### src/rtl/hsk_pkg.sv
package hsk_pkg;

    localparam int PORT_W_DEF = 8;
    localparam int SYNC_DEF   = 2;

    typedef struct packed {
        logic full;      // buffer holds unacknowledged data
        logic intr;      // interrupt request
        logic ien;       // interrupt enable
        logic wstb_prv;  // synchronized write-active, previous cycle
        logic ackl_prv;  // synchronized ack-low, previous cycle
    } hsk_state_t;

    localparam hsk_state_t HSK_RST = '{default: 1'b0};

endpackage

### src/rtl/hsk_sync.sv
module hsk_sync #(
    parameter int W      = 2,
    parameter int STAGES = 2
) (
    input  logic         clk,
    input  logic         rst_n,
    input  logic [W-1:0] async_i,
    output logic [W-1:0] sync_o
);

    logic [W-1:0] stg_q [STAGES];

    generate
        for (genvar s = 0; s < STAGES; s++) begin : g_stage
            if (s == 0) begin : g_first
                always_ff @(posedge clk or negedge rst_n) begin
                    if (!rst_n) stg_q[s] <= '0;
                    else        stg_q[s] <= async_i;
                end
            end else begin : g_rest
                always_ff @(posedge clk or negedge rst_n) begin
                    if (!rst_n) stg_q[s] <= '0;
                    else        stg_q[s] <= stg_q[s-1];
                end
            end
        end
    endgenerate

    assign sync_o = stg_q[STAGES-1];

endmodule

### src/rtl/hsk_ctrl.sv
module hsk_ctrl
    import hsk_pkg::*;
#(
    parameter int PORT_W = PORT_W_DEF
) (
    input  logic              clk,
    input  logic              rst_n,
    input  logic              wstb_s,   // synchronized: write in progress
    input  logic              ackl_s,   // synchronized: acknowledge low
    input  logic [PORT_W-1:0] wdata,
    input  logic              ien_we,
    input  logic              ien_val,
    output logic [PORT_W-1:0] dout,
    output logic              full,
    output logic              intr,
    output logic              ien
);

    hsk_state_t        st_d, st_q;
    logic [PORT_W-1:0] dout_d, dout_q;
    logic              wr_begin, wr_end, ack_rise;

    always_comb begin
        wr_begin = wstb_s & ~st_q.wstb_prv;
        wr_end   = ~wstb_s & st_q.wstb_prv;
        ack_rise = ~ackl_s & st_q.ackl_prv;

        st_d          = st_q;
        dout_d        = dout_q;
        st_d.wstb_prv = wstb_s;
        st_d.ackl_prv = ackl_s;

        if (ien_we) st_d.ien = ien_val;

        if (wr_end) dout_d = wdata;

        if (ackl_s)      st_d.full = 1'b0;
        else if (wr_end) st_d.full = 1'b1;

        if (wr_begin || !st_d.ien)          st_d.intr = 1'b0;
        else if (ack_rise && !st_d.full)    st_d.intr = 1'b1;
    end

    always_ff @(posedge clk or negedge rst_n) begin
        if (!rst_n) begin
            st_q   <= HSK_RST;
            dout_q <= '0;
        end else begin
            st_q   <= st_d;
            dout_q <= dout_d;
        end
    end

    assign dout = dout_q;
    assign full = st_q.full;
    assign intr = st_q.intr;
    assign ien  = st_q.ien;

    // a low acknowledge empties the buffer on the next edge
    p_ack_empties_r3: assert property (@(posedge clk) disable iff (!rst_n)
        ackl_s |=> !st_q.full);

    // a finished write with acknowledge idle fills the buffer
    p_write_fills_r2: assert property (@(posedge clk) disable iff (!rst_n)
        (wr_end && !ackl_s) |=> st_q.full);

    // data changes only at the end of a write
    p_data_held_r2: assert property (@(posedge clk) disable iff (!rst_n)
        !wr_end |=> $stable(dout_q));

    // a starting write drops the interrupt
    p_begin_drops_r5: assert property (@(posedge clk) disable iff (!rst_n)
        wr_begin |=> !st_q.intr);

    // interrupt never stands without the enable
    p_irq_gated_r6: assert property (@(posedge clk) disable iff (!rst_n)
        st_q.intr |-> st_q.ien);

    // interrupt rises only after acknowledge returned high
    p_irq_after_ack_r4: assert property (@(posedge clk) disable iff (!rst_n)
        $rose(st_q.intr) |-> ($past(st_q.ackl_prv) && !$past(ackl_s)));

endmodule

### src/rtl/hsk_out_port.sv
module hsk_out_port
    import hsk_pkg::*;
#(
    parameter int PORT_W = PORT_W_DEF,
    parameter int SYNC_N = SYNC_DEF
) (
    input  logic              clk,
    input  logic              rst_n,
    input  logic              sel_n,
    input  logic              wr_n,
    input  logic [PORT_W-1:0] wdata,
    input  logic              ack_n,
    input  logic              ien_we,
    input  logic              ien_val,
    output logic [PORT_W-1:0] port_out,
    output logic              obf_n,
    output logic              irq,
    output logic [2:0]        status
);

    localparam int NSIG = 2;

    logic [NSIG-1:0] raw, synced;
    logic            full, intr, ien;

    assign raw = {~ack_n, ~(sel_n | wr_n)};

    hsk_sync #(.W(NSIG), .STAGES(SYNC_N)) u_sync (
        .clk     (clk),
        .rst_n   (rst_n),
        .async_i (raw),
        .sync_o  (synced)
    );

    hsk_ctrl #(.PORT_W(PORT_W)) u_ctrl (
        .clk     (clk),
        .rst_n   (rst_n),
        .wstb_s  (synced[0]),
        .ackl_s  (synced[1]),
        .wdata   (wdata),
        .ien_we  (ien_we),
        .ien_val (ien_val),
        .dout    (port_out),
        .full    (full),
        .intr    (intr),
        .ien     (ien)
    );

    assign obf_n  = ~full;
    assign irq    = intr;
    assign status = {ien, intr, full};

    // status bit 0 mirrors the inverted buffer-full pin
    p_status_full_r8: assert property (@(posedge clk) disable iff (!rst_n)
        status[0] == !obf_n);

endmodule

### config.mk
export PLATFORM = sky130hd
export DESIGN_NAME = hsk_out_port
export DESIGN_NICKNAME = d
export VERILOG_FILES = /design/src/rtl/hsk_pkg.sv /design/src/rtl/hsk_sync.sv /design/src/rtl/hsk_ctrl.sv /design/src/rtl/hsk_out_port.sv
export SDC_FILE = /design/constraint.sdc
export NUM_CORES = 1
export LEC_CHECK = 0
export ABC_AREA = 1
export CELL_PAD_IN_SITES_DETAIL_PLACEMENT = 1
export CELL_PAD_IN_SITES_GLOBAL_PLACEMENT = 1
export CORE_AREA = 2 2 50 52
export CTS_BUF_LIST = sky130_fd_sc_hd__clkbuf_4
export CTS_CLUSTER_DIAMETER = 30
export CTS_CLUSTER_SIZE = 28
export DETAILED_ROUTE_END_ITERATION = 8
export DIE_AREA = 0 0 52 54
export PLACE_DENSITY = 0.75
export REMOVE_ABC_BUFFERS = 1
export SLEW_MARGIN = 20
export SYNTH_ARGS = -nofsm -noshare
export SYNTH_HDL_FRONTEND = slang
export SYNTH_SLANG_ARGS = --single-unit
export TNS_END_PERCENT = 10
### constraint.sdc
create_clock -name clk -period 0.9 [get_ports clk]
set_input_delay 0.27 -clock clk [delete_from_list [all_inputs] [get_ports clk]]
set_output_delay 0.27 -clock clk [all_outputs]
set_load 0.02 [all_outputs]
* Word-level counts from Yosys, hierarchy flattened *
Index checks and enable logic that the tools add are counted.

storage, ports and cells
  bits in registers = 17
  bits of input ports = 15
  output and inout bits = 13
  logic and storage cells = 28

cells by class
  multiplexer cells = 5
  bitwise operators = 10
  reduce and logical (&&, ||, !) cells = 5

operators by type and width
  kind                number
  1-bit NOT           6
  1-bit two-way mux   5
  1-bit bitwise AND   3
  1-bit zero test     2
  2-bit nonzero test  1
  1-bit logical AND   1
  1-bit logical OR    1
  1-bit bitwise OR    1

* Depth between registers and ports, before layout *
Gate-level depths: netlist of the first run.

  word-level depth = 8
  mapped depth = 5
  mapped depth without buffers = 4

* By module *
From an unflattened synthesis of the first run, not the netlist that was laid out.

unflattened totals
  cell total of the unflattened synthesis = 68
  area, all modules = 685.7 µm²

by module, submodules not included
  module        instances  cells an instance  area an instance (µm²)  seq. area each (µm²)
  hsk_ctrl      1          56                 536.8                   325.3
  hsk_sync      1          6                  115.1                   100.1
  hsk_out_port  1          6                  33.8                    0.0

* Worst setup path before layout of the first run *
Ideal clock, no wire load.

  kind = register -> output
  start = reg u_ctrl.st_q (netlist bit u_ctrl.intr)
  end = out status[1]
  arrival = 0.626 ns
  path slack = 0.004 ns
  cell stages (with the launch flop) = 2
  cell sequence = dfrtp_1 -> buf_4

RTL lines
  what                    RTL line            RTL
  start, declared         hsk_ctrl.sv:19      hsk_state_t st_d, st_q;
  start signal, assigned  hsk_ctrl.sv:49      st_q <= st_d;
  end, declared           hsk_out_port.sv:18  output logic [2:0] status

No word-level cell between the ends.

* Final worst setup path of the first run *
  start = reg u_ctrl.st_q (netlist bit u_ctrl.full)
  end = out obf_n

on the way
  word-level cells in the longest chain between the ends = 1

ends and longest elaborated chain
  what           RTL line            RTL
  1-bit NOT      hsk_out_port.sv:49  assign obf_n = ~full;
  end, declared  hsk_out_port.sv:16  output logic obf_n,

No other way between the ends.

==> impl_metrics.env, run 1 <==
export IMPL_failed_checks="setup timing"
export IMPL_grt_start_max_net_pins=18
export IMPL_fp_dieArea_mm2=0.00281
export IMPL_synth_warnings=0
export IMPL_num_rows=18
export IMPL_hp_class="in -> async"
export IMPL_total_power_density_per_cell_area_mw_per_mm2=1690
export IMPL_crit_buf_inv=2
export IMPL_ios=28
export IMPL_post_synth_num_cell_types=13
export IMPL_crit_end="obf_n"
export IMPL_max_slew_margin_rel_pct=88.6
export IMPL_cpLargestDelayFamily="flip-flops"
export IMPL_fmaxAchievable_ghz=0.893
export IMPL_numPlacedInstances=124
export IMPL_timing_final_max_slew_violations=0
export IMPL_die_h_um=54
export IMPL_area_growth_pct=50.7
export IMPL_route_detailed_drc=0
export IMPL_reg2reg_setup_slack_ns=-0.06
export IMPL_synth_top_cells_by_area="sky130_fd_sc_hd__dfrtp_1, sky130_fd_sc_hd__nand2_1, sky130_fd_sc_hd__nand3_1, sky130_fd_sc_hd__inv_1, sky130_fd_sc_hd__buf_4"
export IMPL_tritoncts_clock_tree="yes"
export IMPL_design_core_area_mm2=0.00232
export IMPL_critical_path_max_stage_delay_ns=0.40
export IMPL_route_detailed_vias_per_inst=4.18
export IMPL_synth_common_cells="sky130_fd_sc_hd__nand2_1, sky130_fd_sc_hd__dfrtp_1, sky130_fd_sc_hd__nand3_1"
export IMPL_grt_util_all_layers_pct=12.3
export IMPL_post_place_ws_ns=-0.388
export IMPL_drt_antenna_violating_nets=0
export IMPL_path_depth_of_the_worst_reg2reg_path=6
export IMPL_max_vdd_ir_drop_mv=0.863
export IMPL_fin_ws_ns=-0.219
export IMPL_status="finished, violations left"
export IMPL_drt_initial_drc_count=1
export IMPL_max_clock_path_buffers=2
export IMPL_critPathKind="reg -> out"
export IMPL_post_synth_instance_area_um2=667
export IMPL_route_vias_total=543
export IMPL_period_minus_slack_ns=1.12
export IMPL_grt_pass1_vias=596
export IMPL_ys_async_sr_fraction_pct=100
export IMPL_synth_enable_flop_cells=0
export IMPL_synth_main_ff_cell="sky130_fd_sc_hd__dfrtp_1"
export IMPL_yosys_register_bits=17
export IMPL_power_leakage_nw=0.517
export IMPL_htree_num_levels=1
export IMPL_antenna_cells=0
export IMPL_yosys_cell_count_top_type="sky130_fd_sc_hd__nand2_1"
export IMPL_cp_slowest_cell="sky130_fd_sc_hd__dfrtp_1"
export IMPL_regToRegStartpoint="u_ctrl.full"
export IMPL_final_net_count=116
export IMPL_grt_setup_unrepaired="yes"
export IMPL_routedWlPerCell_um=10.7
export IMPL_grt_pass1_wl_um=2480
export IMPL_grt_overflow_total=0
export IMPL_cts_root_buffer="sky130_fd_sc_hd__clkbuf_4"
export IMPL_synth_seq_area_share_pct=63.8
export IMPL_final_worst_path_period_share_pct=124
export IMPL_floorplan_initialDensity_pct=28.7
export IMPL_synthDominantAreaCellType="sky130_fd_sc_hd__dfrtp_1"
export IMPL_worst_setup_hold_path_clk_slew_ns=0.10
export IMPL_holdWs_ns=0.307
export IMPL_gp_routability_congestion=0.663
export IMPL_instances_no_fill=130
export IMPL_crit_path_max_fanout=2
export IMPL_cp_startpoint="u_ctrl.full"
export IMPL_synth_area_per_inst_um2=10.3
export IMPL_syn_inst=65
export IMPL_drive_gt1_share_pct=33.0
export IMPL_timing_critical_path_from_type="flop"
export IMPL_timing_setup_tns_ns=-2.69
export IMPL_slew_worst_pin_ns=0.171
export IMPL_endpoint_kind="primary output"
export IMPL_clock_skew_final_ns=0.00324
export IMPL_tritoncts_num_buffers=3
export IMPL_worstReg2RegEnd="u_ctrl.intr"
export IMPL_total_count_of_hold_check_failures_in_the_final_report=0
export IMPL_fin_total_pwr_mw=1.70
export IMPL_chipWidth_um=52
export IMPL_critical_path_depth=2
export IMPL_hpwl_um=1080
export IMPL_synth_largest_type_area_fraction_pct=63.8
export IMPL_worst_ep_required_time_ns=0.63
export IMPL_detail_route_wirelength_um=1400
export IMPL_crit_chain="inv_2, buf_6"
export IMPL_cp_data_arrival_time_ns=0.85
export IMPL_clk_insertion_delay_late_ns=0.28
export IMPL_numPortBuffers=27
export IMPL_detailedRoute_firstPassIterationCount=4
export IMPL_setup_viol=15
export IMPL_clock_sink_count=17
export IMPL_antenna_violations_before_repair=0
export IMPL_post_cts_hold_buffer_count=0
export IMPL_maxCapViolations=0
-- layer usage --
| layer | track usage [%] | up-vias | routed length [um] |
|---|---|---|---|
| li1 | - | 267 | - |
| met1 | 13.0 | 256 | 579 |
| met2 | 21.5 | 18 | 688 |
| met3 | 4.17 | 2 | 118 |
| met4 | 6.58 | 0 | 8 |
| met5 | 0 | - | 0 |
-- cell type report --
| class | instances | area (um2) |
|---|---|---|
| flip-flops and latches | 17 | 427 |
| clock buffers | 3 | 22.5 |
| repair buffers | 35 | 302 |
| clock inverters | 1 | 5.00 |
| well taps | 30 | 37.5 |
| multi-input cells | 35 | 178 |
| fillers | 274 | 1320 |
| inverters | 9 | 33.8 |
-- sequential cells by signal, indices dropped and copies added (netlist names) --
| register | count |
|---|---|
| u_ctrl.dout | 8 |
| u_ctrl.full | 1 |
| u_ctrl.ien | 1 |
| u_ctrl.intr | 1 |
| u_ctrl.st_q | 2 |
| u_sync.stg_q | 2 |
| u_sync.sync_o | 2 |
-- worst reg2reg max path: cells and delay by family (launching register included) --
kind / cells / cell delay (ns)
DFF: 1 / 0.40
buffers and inverters: 4 / 0.32
AOI/OAI and AO/OA: 1 / 0.11
and+or+nand+nor: 1 / 0.07
-- timing repair --
item / 4_1_cts / 5_1_grt
resized for setup: 58 / 4
pin swaps: 0 / 1
setup buffers: 1 / 1
gates cloned: 0 / 0
setup endpoints to repair: 21 / 23
-- cells in the final DEF, fill, tap and decap left out --
master	Yosys	layout
sky130_fd_sc_hd__buf_2	0	11
sky130_fd_sc_hd__nand2_1	19	19
sky130_fd_sc_hd__inv_1	7	6
sky130_fd_sc_hd__and2_1	1	1
sky130_fd_sc_hd__buf_6	1	5
sky130_fd_sc_hd__buf_12	0	1
sky130_fd_sc_hd__nand3_2	1	1
sky130_fd_sc_hd__dfrtp_1	17	16
sky130_fd_sc_hd__clkbuf_4	0	3
sky130_fd_sc_hd__clkdlybuf4s50_1	0	14
sky130_fd_sc_hd__nand3_1	9	9
sky130_fd_sc_hd__inv_2	2	3
sky130_fd_sc_hd__a21oi_2	1	2
sky130_fd_sc_hd__nor2_1	2	2
sky130_fd_sc_hd__clkinv_2	0	1
sky130_fd_sc_hd__dfrtp_2	0	1
sky130_fd_sc_hd__nand2_8	1	1
sky130_fd_sc_hd__buf_4	3	4
-- report_power, final --
part	internal (mW)	switching [mW]
sequential	0.844	0.0477
clock	0.165	0.226
combinational	0.192	0.223
-- per-stage QoR --
stage | instance area, um2 | utilization, %
CTS | 982 | 42.3
finish | 1000 | 43.3
floorplan | 633 | -
global placement | 998 | 43.0
detailed placement | 998 | 43.0
global route | 1000 | 43.3
-- logic make-up after synthesis --
family,Yosys count,synth area share [%]
buffers and inverters,13,10.1
flip-flops,17,63.8
AO/OA/AOI/OAI,2,2.06
AND/OR/NAND/NOR,33,24.0
-- how the worst min path moves through the flow --
| stage | endpoint |
|---|---|
| final | u_ctrl.full |
| after global routing | u_ctrl.full |
| after CTS | u_ctrl.full |
| after detailed placement | u_sync.sync_o[1] |
| after global placement | u_sync.sync_o[1] |
| after floorplan | u_ctrl.dout[0] |
No activity file was read; power rests on OpenSTA's default activity.
==> inputs of run 2 (changes only) <==
--- a/config.mk
+++ b/config.mk
@@ -8,12 +8,12 @@
 export ABC_AREA = 1
 export CELL_PAD_IN_SITES_DETAIL_PLACEMENT = 1
 export CELL_PAD_IN_SITES_GLOBAL_PLACEMENT = 1
-export CORE_AREA = 2 2 50 52
+export CORE_AREA = 2 2 48 54
 export CTS_BUF_LIST = sky130_fd_sc_hd__clkbuf_4
 export CTS_CLUSTER_DIAMETER = 30
 export CTS_CLUSTER_SIZE = 28
 export DETAILED_ROUTE_END_ITERATION = 8
-export DIE_AREA = 0 0 52 54
+export DIE_AREA = 0 0 50 56
 export PLACE_DENSITY = 0.75
 export REMOVE_ABC_BUFFERS = 1
 export SLEW_MARGIN = 20
==> run 2 against run 1 <==
  * Core utilization rose by 3.7 points
  * Critical endpoint unchanged
  * Via count rose by 1.8%
  * Routed wire length rose by 8.7%
  * Clock skew rose by 0.0026 ns
  * Register-to-register slack got worse by 0.03 ns
  * The flow still finishes with violations (setup timing)
  * Setup slack got worse by 0.0050 ns
  * Sequential power rose by 0.9%
  * Non-clock buffer count rose by 1
  * Flip-flop and latch count did not move
  * Count of clock-buffer cells in the layout did not move
==> impl_metrics.env, run 2 (synthesis gave the netlist of run 1 again) <==
export IMPL_status="finished, violations left"
export IMPL_failed_checks="setup timing"
export IMPL_timing_final_max_slew_violations=0
export IMPL_drive_gt1_share_pct=34.7
export IMPL_max_clock_path_buffers=2
export IMPL_final_net_count=117
export IMPL_grt_start_max_net_pins=18
export IMPL_final_common_cell="sky130_fd_sc_hd__nand2_1"
export IMPL_critPathKind="reg -> out"
export IMPL_route_vias_total=553
export IMPL_grt_util_all_layers_pct=12.1
export IMPL_tritoncts_num_buffers=3
export IMPL_final_core_utilization_pct=47.0
export IMPL_routedWlPerCell_um=11.6
export IMPL_power_leakage_nw=0.531
export IMPL_total_count_of_hold_check_failures_in_the_final_report=0
export IMPL_clock_sink_count=17
export IMPL_slew_worst_pin_ns=0.241
export IMPL_cts_root_buffer="sky130_fd_sc_hd__clkbuf_4"
export IMPL_endpoint_kind="primary output"
export IMPL_path_depth_of_the_worst_reg2reg_path=6
export IMPL_gp_routability_congestion=0.641
export IMPL_reg2reg_setup_slack_ns=-0.09
export IMPL_post_place_ws_ns=-0.399
export IMPL_num_rows=18
export IMPL_total_power_density_per_cell_area_mw_per_mm2=1670
export IMPL_max_vdd_ir_drop_mv=1.27
export IMPL_final_cell_area_mm2=0.00105
export IMPL_area_growth_pct=57.0
export IMPL_drt_antenna_violating_nets=0
export IMPL_worst_ep_required_time_ns=0.63
export IMPL_hpwl_um=1150
export IMPL_fp_dieArea_mm2=0.00280
export IMPL_antenna_violations_before_repair=0
export IMPL_worstReg2RegEnd="u_ctrl.intr"
export IMPL_max_slew_margin_rel_pct=84.0
export IMPL_dpl_instance_area_um2=998
export IMPL_tritoncts_clock_tree="yes"
export IMPL_fmaxAchievable_ghz=0.889
export IMPL_fin_total_pwr_mw=1.75
export IMPL_route_detailed_drc=0
export IMPL_hp_class="in -> async"
export IMPL_crit_end="obf_n"
export IMPL_detailedRoute_firstPassIterationCount=4
export IMPL_holdWs_ns=0.311
export IMPL_grt_overflow_total=0
export IMPL_ios=28
export IMPL_regArea_um2=427
export IMPL_fin_ws_ns=-0.224
export IMPL_grt_pass1_wl_um=2540
export IMPL_floorplan_initialDensity_pct=29.9
export IMPL_numPortBuffers=27
export IMPL_crit_path_max_fanout=2
export IMPL_clock_skew_final_ns=0.00583
export IMPL_drt_initial_drc_count=2
export IMPL_period_minus_slack_ns=1.12
export IMPL_clk_insertion_delay_late_ns=0.28
export IMPL_regToRegStartpoint="u_ctrl.full"
export IMPL_largest_register_ff_count=8
export IMPL_layout_cells_most_common_list="sky130_fd_sc_hd__nand2_1, sky130_fd_sc_hd__dfrtp_1, sky130_fd_sc_hd__clkdlybuf4s50_1, sky130_fd_sc_hd__buf_6"
export IMPL_grt_pass1_vias=543
export IMPL_worst_setup_hold_path_clk_slew_ns=0.10
export IMPL_timing_critical_path_from_type="flop"
export IMPL_cp_startpoint="u_ctrl.full"
export IMPL_route_detailed_vias_per_inst=4.22
export IMPL_htree_num_levels=1
export IMPL_cp_data_arrival_time_ns=0.85
export IMPL_final_worst_path_period_share_pct=125
export IMPL_post_cts_hold_buffer_count=0
export IMPL_multiInputGateArea_um2=190
export IMPL_setup_viol=15
export IMPL_maxCapViolations=0
export IMPL_die_h_um=56
export IMPL_antenna_cells=0
export IMPL_detail_route_wirelength_um=1520
export IMPL_chipWidth_um=50
export IMPL_grt_setup_unrepaired="yes"
export IMPL_filler_cell_count=262
export IMPL_design_core_area_mm2=0.00223
[run 2: layout make-up]
cell class | count | area share [%]
sequential | 17 | 40.7
timing repair buffer | 36 | 31.7
clock inverter | 1 | 0.478
tap | 30 | 3.58
inverter | 9 | 3.23
multi-input combinational | 35 | 18.2
clock buffer | 3 | 2.15
[run 2: metrics by stage]
| step | std cells | TNS, ns |
|---|---|---|
| 6_report | 131 | -2.71 |
| 5_1_grt | 131 | -3.64 |
| 4_1_cts | 129 | -2.83 |
| 3_5_place_dp | 124 | -5.00 |
| 3_3_place_gp | 124 | -4.68 |
| 2_1_floorplan | 61 | -0.0400 |
[run 2: routing by layer]
| layer | track usage [%] | vias to the layer above | share of wire [%] |
|---|---|---|---|
| li1 | - | 273 | - |
| met1 | 14.5 | 265 | 42 |
| met2 | 20.1 | 13 | 53 |
| met3 | 2.42 | 2 | 3.4 |
| met4 | 5.95 | 0 | 1.3 |
| met5 | 0 | - | 0 |
[run 2: what timing repair did]
action	4_1_cts	5_1_grt
gates resized for setup	59	12
endpoints found under the setup margin	23	23
pin swaps	2	2
buffers inserted	1	2
[run 2: worst min path at each step]
stage	endpoint	slack, ns	cells after the start
after floorplan	u_ctrl.dout[0]	-0.03	0
after global placement	u_sync.sync_o[0]	0.33	0
after detailed placement	u_sync.sync_o[0]	0.34	0
after CTS	u_ctrl.dout[3]	0.31	2
after global routing	u_ctrl.dout[3]	0.31	2
final	u_ctrl.dout[7]	0.31	2
[run 2: worst max-delay path, cell delays in order, from the launching register on]
cell	delay, ns
sky130_fd_sc_hd__dfrtp_1	0.40
sky130_fd_sc_hd__inv_2	0.07
sky130_fd_sc_hd__buf_6	0.11
[run 2: report_power, final]
group / switching, mW / internal (mW) / total, mW / leakage [nW]
clock network: 0.229 / 0.165 / 0.393 / 0.0177
logic: 0.228 / 0.225 / 0.452 / 0.305
registers: 0.0553 / 0.845 / 0.900 / 0.208
==> inputs of run 3 (changes only) <==
--- a/config.mk
+++ b/config.mk
@@ -6,16 +6,15 @@
 export NUM_CORES = 1
 export LEC_CHECK = 0
 export ABC_AREA = 1
-export CELL_PAD_IN_SITES_DETAIL_PLACEMENT = 1
-export CELL_PAD_IN_SITES_GLOBAL_PLACEMENT = 1
-export CORE_AREA = 2 2 48 54
+export CELL_PAD_IN_SITES_DETAIL_PLACEMENT = 2
+export CELL_PAD_IN_SITES_GLOBAL_PLACEMENT = 2
+export CORE_AREA = 2 2 53 60
 export CTS_BUF_LIST = sky130_fd_sc_hd__clkbuf_4
 export CTS_CLUSTER_DIAMETER = 30
 export CTS_CLUSTER_SIZE = 28
 export DETAILED_ROUTE_END_ITERATION = 8
-export DIE_AREA = 0 0 50 56
+export DIE_AREA = 0 0 55 62
 export PLACE_DENSITY = 0.75
-export REMOVE_ABC_BUFFERS = 1
 export SLEW_MARGIN = 20
 export SYNTH_ARGS = -nofsm -noshare
 export SYNTH_HDL_FRONTEND = slang
==> run 3 against run 2 <==
  * The flow still finishes with violations (setup timing)
  * Clock skew shrank 0.0028 ns
  * First-iteration DRC count grew to 4.0 times the previous value
  * Register-to-register slack gained 0.07 ns
  * Critical path depth shrank 1
  * Setup slack lost 0.013 ns
  * Total power grew 0.62%
  * Critical endpoint is now status[1]
  * Final cell count grew 3.1%
  * Largest cell class unchanged
  * Routed wire length grew 18%
  * Count of clock-buffer cells in the layout is the same
  * Flip-flop and latch count is the same
  * Die area grew 22%
  * Design area shrank 0.48%
==> impl_metrics.env, run 3 (synthesis gave the netlist of run 1 again) <==
export IMPL_hpwl_um=1370
export IMPL_floorplan_initialDensity_pct=23.1
export IMPL_pwr_share_clk_pct=23.0
export IMPL_gr_usage_met2_pct=25.5
export IMPL_post_cts_hold_buffer_count=0
export IMPL_route_detailed_vias_per_inst=4.21
export IMPL_timing_setup_tns_ns=-2.84
export IMPL_crit_chain="buf_2"
export IMPL_sw_frac_of_total_pct=30.0
export IMPL_total_power_density_per_cell_area_mw_per_mm2=1690
export IMPL_hp_class="in -> async"
export IMPL_crit_path_max_fanout=3
export IMPL_fp_dieArea_mm2=0.00341
export IMPL_antenna_cells=0
export IMPL_detailedRoute_firstPassIterationCount=2
export IMPL_antenna_violations_before_repair=0
export IMPL_gr_busiest_metal="met2"
export IMPL_grt_setup_unrepaired="yes"
export IMPL_drt_antenna_violating_nets=0
export IMPL_grt_overflow_total=0
export IMPL_worst_setup_hold_path_clk_slew_ns=0.10
export IMPL_cp_slowest_cell="sky130_fd_sc_hd__dfrtp_1"
export IMPL_grt_pass1_wl_um=2840
export IMPL_area_growth_pct=56.3
export IMPL_synth_fp_nets=80
export IMPL_max_slew_margin_rel_pct=85.4
export IMPL_grt_pass1_vias=667
export IMPL_detail_route_wirelength_um=1790
export IMPL_fin_ws_ns=-0.237
export IMPL_routedWlPerCell_um=13.3
export IMPL_max_clock_path_buffers=2
export IMPL_tritoncts_num_buffers=3
export IMPL_setup_viol=15
export IMPL_route_detailed_drc=0
export IMPL_max_vdd_ir_drop_mv=0.585
export IMPL_final_core_utilization_pct=36.1
export IMPL_p_seq_share_pct=51.1
export IMPL_tritoncts_clock_tree="yes"
export IMPL_gp_routability_congestion=0.634
export IMPL_post_place_ws_ns=-0.407
export IMPL_grt_util_all_layers_pct=12.2
export IMPL_drive_gt1_share_pct=35.6
export IMPL_chipWidth_um=55
export IMPL_clk_insertion_delay_late_ns=0.29
export IMPL_critical_path_max_stage_delay_ns=0.41
export IMPL_timing_critical_path_from_type="flop"
export IMPL_design_core_area_mm2=0.00289
export IMPL_slew_worst_pin_ns=0.219
export IMPL_failed_checks="setup timing"
export IMPL_worst_ep_required_time_ns=0.63
export IMPL_grt_util_met3_pct=2.15
export IMPL_fmaxAchievable_ghz=0.879
export IMPL_route_vias_total=569
export IMPL_die_h_um=62
export IMPL_numPortBuffers=27
export IMPL_ios=28
export IMPL_groute_layer_met1_usage_pct=10.5
export IMPL_share_comb_of_total_power_pct=25.9
export IMPL_cpLargestDelayFamily="flip-flops"
export IMPL_netSwitchingPower_mw=0.528
export IMPL_htree_num_levels=1
export IMPL_grt_start_max_net_pins=18
export IMPL_clock_skew_final_ns=0.00306
export IMPL_total_count_of_hold_check_failures_in_the_final_report=0
export IMPL_crit_buf_inv=1
export IMPL_endpoint_kind="primary output"
export IMPL_timing_final_max_slew_violations=0
export IMPL_maxCapViolations=0
export IMPL_largest_register_ff_count=8
export IMPL_final_common_cell="sky130_fd_sc_hd__nand2_1"
export IMPL_final_net_count=117
export IMPL_power_leakage_nw=0.527
export IMPL_layout_cells_most_common_list="sky130_fd_sc_hd__nand2_1, sky130_fd_sc_hd__dfrtp_1, sky130_fd_sc_hd__clkdlybuf4s50_1, sky130_fd_sc_hd__buf_2, sky130_fd_sc_hd__buf_4"
export IMPL_final_worst_path_period_share_pct=126
export IMPL_cts_root_buffer="sky130_fd_sc_hd__clkbuf_4"
export IMPL_internal_power_mw=1.23
export IMPL_critPathKind="reg -> out"
export IMPL_cp_data_arrival_time_ns=0.87
export IMPL_status="finished, violations left"
export IMPL_drt_initial_drc_count=8
export IMPL_period_minus_slack_ns=1.14
export IMPL_num_rows=21
export IMPL_clock_sink_count=17
[run 3: cell counts in the layout (fill, tap and decap cells not counted)]
No cell type changed its count.
[run 3: timing repair]
action                     4_1_cts  5_1_grt
resized for setup               56        9
buffers inserted                 0        1
setup endpoints to repair       23       22
[run 3: area by class of cell]
type                    instances  area (um2)
fillers                       331        1850
flip-flops and latches         17         427
repair buffers                 36         323
multi-input cells              35         189
well taps                      34        42.5
inverters                       9        33.8
clock buffers                   3        22.5
clock inverters                 1        5.00
[run 3: power by group through the flow]
stage,registers [mW],logic (mW),clock network [mW]
6_report,0.897,0.455,0.404
5_1_grt,0.913,0.498,0.467
4_1_cts,0.898,0.435,0.434
3_5_place_dp,0.912,0.500,0
3_3_place_gp,0.909,0.483,0
2_1_floorplan,0.975,0.135,0
[run 3: stage by stage]
step | power [mW] | hold slack, ns | cell area [um2] | std cells
global route | 1.88 | 0.301 | 1040 | 135
floorplan | 1.11 | -0.0256 | 667 | 65
global placement | 1.39 | 0.334 | 1030 | 130
detailed placement | 1.41 | 0.337 | 1030 | 130
finish | 1.76 | 0.307 | 1040 | 135
CTS | 1.77 | 0.296 | 1000 | 134
[run 3: final timing paths]
kind                            startpoint                to  slack (ns)  cells after the start
max in group asynchronous            rst_n    u_ctrl.st_q[1]        0.46                      2
max                            u_ctrl.intr         status[1]       -0.24                      1
min                                  rst_n    u_ctrl.dout[2]        0.31                      2
min in group clk           u_sync.stg_q[3]  u_sync.sync_o[1]        0.36                      0
min reg2reg                u_sync.stg_q[3]  u_sync.sync_o[1]        0.36                      0
max reg2reg                    u_ctrl.full       u_ctrl.intr       -0.02                      5
[run 3: metal layers]
metal | vias to the layer above | wire (um)
li1 | 265 | -
met1 | 279 | 608
met2 | 21 | 1030
met3 | 4 | 129
met4 | 0 | 26
met5 | - | 0
